<file path="config.mk">
export PLATFORM = sky130hd
export DESIGN_NAME = reload_timer16
export DESIGN_NICKNAME = d
export VERILOG_FILES = /design/src/rtl/reload_timer16.sv
export SDC_FILE = /design/constraint.sdc
export NUM_CORES = 1
export LEC_CHECK = 0
export BUFFER_PORTS_ARGS = -buffer_cell sky130_fd_sc_hd__buf_2
export CORE_ASPECT_RATIO = 0.5
export CORE_MARGIN = 5
export CORE_UTILIZATION = 55
export CTS_CLUSTER_DIAMETER = 150
export DETAILED_ROUTE_END_ITERATION = 10
export PLACE_DENSITY = 0.87
export SETUP_SLACK_MARGIN = 0.02
export SLEW_MARGIN = 20
export SYNTH_ARGS = -nofsm -noshare
export SYNTH_HDL_FRONTEND = slang
export SYNTH_SLANG_ARGS = --single-unit
export TNS_END_PERCENT = 20
</file>
<file path="constraint.sdc">
create_clock -name clk -period 4.3 [get_ports clk]
set_input_delay 0.86 -clock clk [delete_from_list [all_inputs] [get_ports clk]]
set_output_delay 0.86 -clock clk [all_outputs]
set_load 0.01 [all_outputs]
</file>
<file path="src/rtl/reload_timer16.sv">
module reload_timer16 #(
  parameter int DATA_W = 16,
  parameter int PRE_W  = 8
) (
  input  logic              clk,
  input  logic              rst_n,
  input  logic              bus_sel,
  input  logic              bus_wr,
  input  logic [3:0]        bus_addr,
  input  logic [DATA_W-1:0] bus_wdata,
  output logic [DATA_W-1:0] bus_rdata,
  input  logic              src_main_en,
  input  logic              src_alt_en,
  input  logic              src_osc_en,
  output logic              irq
);
  localparam logic [PRE_W-1:0] LAST16  = PRE_W'(15);
  localparam logic [PRE_W-1:0] LAST256 = PRE_W'(255);

  logic [DATA_W-1:0] load_q, cnt_q;
  logic [PRE_W-1:0]  pre_cnt;
  logic              en_q, per_q, irq_q;
  logic [1:0]        src_q, pre_q;
  logic              src_pulse;
  logic [PRE_W-1:0]  pre_last;

  wire [1:0] idx     = bus_addr[3:2];
  wire       wr_any  = bus_sel & bus_wr;
  wire       wr_load = wr_any & (idx == 2'd0);
  wire       wr_ctrl = wr_any & (idx == 2'd2);
  wire       wr_clr  = wr_any & (idx == 2'd3);
  wire       en_rise = wr_ctrl & bus_wdata[7] & ~en_q;

  always_comb begin
    case (src_q)
      2'd0:    src_pulse = src_main_en;
      2'd1:    src_pulse = src_alt_en;
      2'd2:    src_pulse = src_osc_en;
      default: src_pulse = 1'b0;
    endcase
    case (pre_q)
      2'd1:    pre_last = LAST16;
      2'd2:    pre_last = LAST256;
      default: pre_last = '0;
    endcase
  end

  wire src_step = en_q & src_pulse;
  wire tick     = src_step & (pre_cnt >= pre_last);
  wire expire   = tick & (cnt_q == '0);

  always_ff @(posedge clk) begin
    if (!rst_n) begin
      load_q <= '0;
      en_q   <= 1'b0;
      per_q  <= 1'b0;
      src_q  <= 2'd0;
      pre_q  <= 2'd0;
    end else begin
      if (wr_load) load_q <= bus_wdata;
      if (wr_ctrl) begin
        en_q  <= bus_wdata[7];
        per_q <= bus_wdata[6];
        src_q <= bus_wdata[5:4];
        pre_q <= bus_wdata[3:2];
      end
    end
  end

  always_ff @(posedge clk) begin
    if (!rst_n) begin
      pre_cnt <= '0;
      cnt_q   <= '1;
    end else if (en_rise) begin
      pre_cnt <= '0;
      cnt_q   <= load_q;
    end else if (src_step) begin
      pre_cnt <= tick ? '0 : pre_cnt + 1'b1;
      if (tick) cnt_q <= expire ? (per_q ? load_q : '1) : cnt_q - 1'b1;
    end
  end

  always_ff @(posedge clk) begin
    if (!rst_n)      irq_q <= 1'b0;
    else if (expire) irq_q <= 1'b1;
    else if (wr_clr) irq_q <= 1'b0;
  end

  assign irq = irq_q;

  always_comb begin
    case (idx)
      2'd0:    bus_rdata = load_q;
      2'd1:    bus_rdata = cnt_q;
      2'd2:    bus_rdata = DATA_W'({en_q, per_q, src_q, pre_q, 2'b00});
      default: bus_rdata = '0;
    endcase
  end
endmodule

</file>
==> out/qor.yml <==
outcome:
  status: "finished, final reports clean"
pwr:
  leakagePower_nw: 1.27
  p_int_mw: 0.635
  pwr-share-comb_pct: 11.9
  clockPowerShare_pct: 34.4
  ir_worst_vdd_uv: 138
  power_density_nw_per_um2: 274
  pwr-share-seq_pct: 53.7
  p_switching_mw: 0.220
  swShare_pct: 25.7
sta:
  final-max-slew-violation-count: 0
  setup_tns_ns: 0
  finalHoldViolCount: 0
  tightest_slew_ns: 1.06
  rsz0062_at_grt: "no"
  slew-limit-headroom_pct: 28.7
  skew_ns: 0.00848
  period_needed_ns: 3.00
  finalSetupViolations: 0
  fin_ws_ns: 1.30
  max_clock_freq_ghz: 0.333
  fin_crit_sh_pct: 69.9
clock_tree:
  htree_levels: 2
  ctsResizeCount: 0
  clkLatencyLatePin_ns: 0.30
  clock-sinks: 47
  numCtsBuffers: 5
  hold_buffers: 0
  cts_tree: "built"
  post_cts_buffers: 0
  clock_path_buffers: 2
  path_clk_slew_ns: 0.08
  cts_root_buf: "clkbuf_8"
finish:
  nNetsFinal: 410
  fin_area_sq_um: 3120
  fillers: 405
  utilization_pct: 63.2
  final_cells: 445
  n_antenna_cell: 0
  area_delta_synth_final_pct: 10.9
  drive_above_1_share_pct: 15.7
yosys:
  ys_seq_area_share_pct: 33.5
  avgSynthCellArea_sq_um: 8.13
  synth_flop_cell: "dfxtp_1"
  synth_edf_count: 0
  synth_top_cell_area_share_pct: 33.5
  yosysTopAreaCell: "dfxtp_1"
  yosysWarnings: 0
  synthTopCellsByArea: "dfxtp_1 (33%), nand2_1 (10%), mux2i_1 (8.5%)"
  synth_seq_cells: 47
  synth_cells: 346
  synthArstFlopShare_pct: 0
  synth_fp_nets: 382
  netlist_area_sq_um: 2810
  synth.distinct_cells: 51
floorplanning:
  start_util_pct: 57.0
  rows: 18
  die_y_microns: 60.6
  core_area_sq_um: 4930
  dieArea_sq_um: 6730
  die_w_microns: 111
  ios: 44
routing:
  post_drt_wl_per_cell_microns: 16.2
  wl_mm: 7.19
  drtAntennaViolNets: 0
  firstDrtPassIters: 6
  route.vias.total: 2659
  drtIter0Drc: 203
  avgViaCountPerCell: 5.98
  drc: 0
global_route:
  grt_max_degree: 41
  grt_pass1_wl_mm: 11.8
  antenna_found_initial: 0
  grt_util_all_layers_pct: 21.9
  first_global_vias: 2570
  grt-ovfl-total: 0
placement:
  dpl_cell_area_sq_um: 3010
  dp_slack_ns: 1.04
  io_buffers: 41
  dp.cells: 437
  hpwl_mm: 4.84
  gp_congestion: 0.913
critical_path:
  cp-start-kind: "primary input"
  worstPathArrival_ns: 3.19
  criticalPathCategory: "primary input to register"
  crit_path_end_kind: "register"
  critPathMaxFanout: 20
  crit_required_ns: 4.48
  regToRegSetupSlack_ns: 1.39
hold_path:
  hold_path_class: "register to register"
job:
  cap_violations: 0
==> worst max-delay path: stages <==
cell     delay, ns
buf_2         0.33
nor2b_2       0.44
nand3_4       0.21
or3b_1        0.47
o21a_1        0.40
nand2_1       0.37
nor2_1        0.09
==> per-layer routing <==
metal,GRT usage [%],up-vias,share of wire [%]
met3,4.88,20,8.7
met2,37.8,137,47
met4,10.7,0,2.5
met5,0,-,0
li1,-,1276,-
met1,27.0,1226,42
==> power groups by stage <==
| stage | Sequential, mW | Clock [mW] | Combinational [mW] |
|---|---|---|---|
| final | 0.459 | 0.294 | 0.102 |
| after detailed placement | 0.468 | 0 | 0.0994 |
| after global routing | 0.460 | 0.321 | 0.112 |
| after global placement | 0.467 | 0 | 0.0961 |
| after floorplan | 0.464 | 0 | 0.0680 |
| after CTS | 0.458 | 0.300 | 0.101 |
==> logic make-up after synthesis <==
kind of cell / Yosys count / share of synthesized area, %
simple gates: 155 / 26.5
compound gates: 65 / 16.9
flops: 47 / 33.5
buf+inv: 26 / 4.36
mux: 24 / 8.54
xor+xnor: 20 / 6.23
fa+ha+maj: 9 / 4.01
==> stage by stage <==
step                      hold WS, ns  power, mW
final                           0.494      0.855
after global routing            0.517      0.893
after CTS                       0.494      0.859
after detailed placement        0.482      0.568
after global placement          0.476      0.564
after floorplan                 0.456      0.532
==> final cells by class <==
cell class | instances | area, sq um | area share [%]
Multi-Input combinational cell | 273 | 1750 | 56.2
Sequential cell | 47 | 941 | 30.2
Timing Repair Buffer | 42 | 213 | 6.82
Clock buffer | 7 | 96.3 | 3.09
Tap cell | 70 | 87.6 | 2.81
Inverter | 5 | 18.8 | 0.602
Clock inverter | 1 | 7.51 | 0.241
==> cells in the mapped netlist (all sizes together) (2+ instances only) <==
library cell   n
nor2b          7
clkbuf        11
nor3          16
o21a           2
nand4         10
xor2          11
o211ai         3
inv            5
a21boi        16
a31oi          2
ha             9
or3            2
o311a          2
o22ai          2
a22oi          2
a211o          2
a221o          8
a21o           2
nand2         77
o21ai         11
nor2          23
nor3b          2
o311ai         2
dfxtp         47
buf           10
nand3          6
xnor2          9
nor4           2
a21oi          9
mux2i         24
==> flip-flops by register name, summed over array words and instances (netlist names) <==
name,flops
cnt_q,16
en_q,1
irq,1
load_q,16
per_q,1
pre_cnt,8
pre_q,2
src_q,2
==> placed cells by master (no fill, tap or decap), drive strengths merged, types with 3 or more instances in the layout <==
cell	n
a21boi	16
a21oi	9
a221o	8
buf	42
clkbuf	7
dfxtp	47
ha	9
inv	5
mux2i	24
nand2	77
nand3	6
nand4	10
nor2	23
nor2b	7
nor3	16
o211ai	3
o21ai	11
xnor2	9
xor2	11
==> path summary, 6_finish.rpt <==
kind               start  cells after the start         end
max          bus_addr[3]                      7  pre_cnt[3]
min           load_q[15]                      2  load_q[15]
max reg2reg     pre_q[0]                      9  pre_cnt[1]
min reg2reg   load_q[15]                      2  load_q[15]
(Power assumes the default switching activity.)
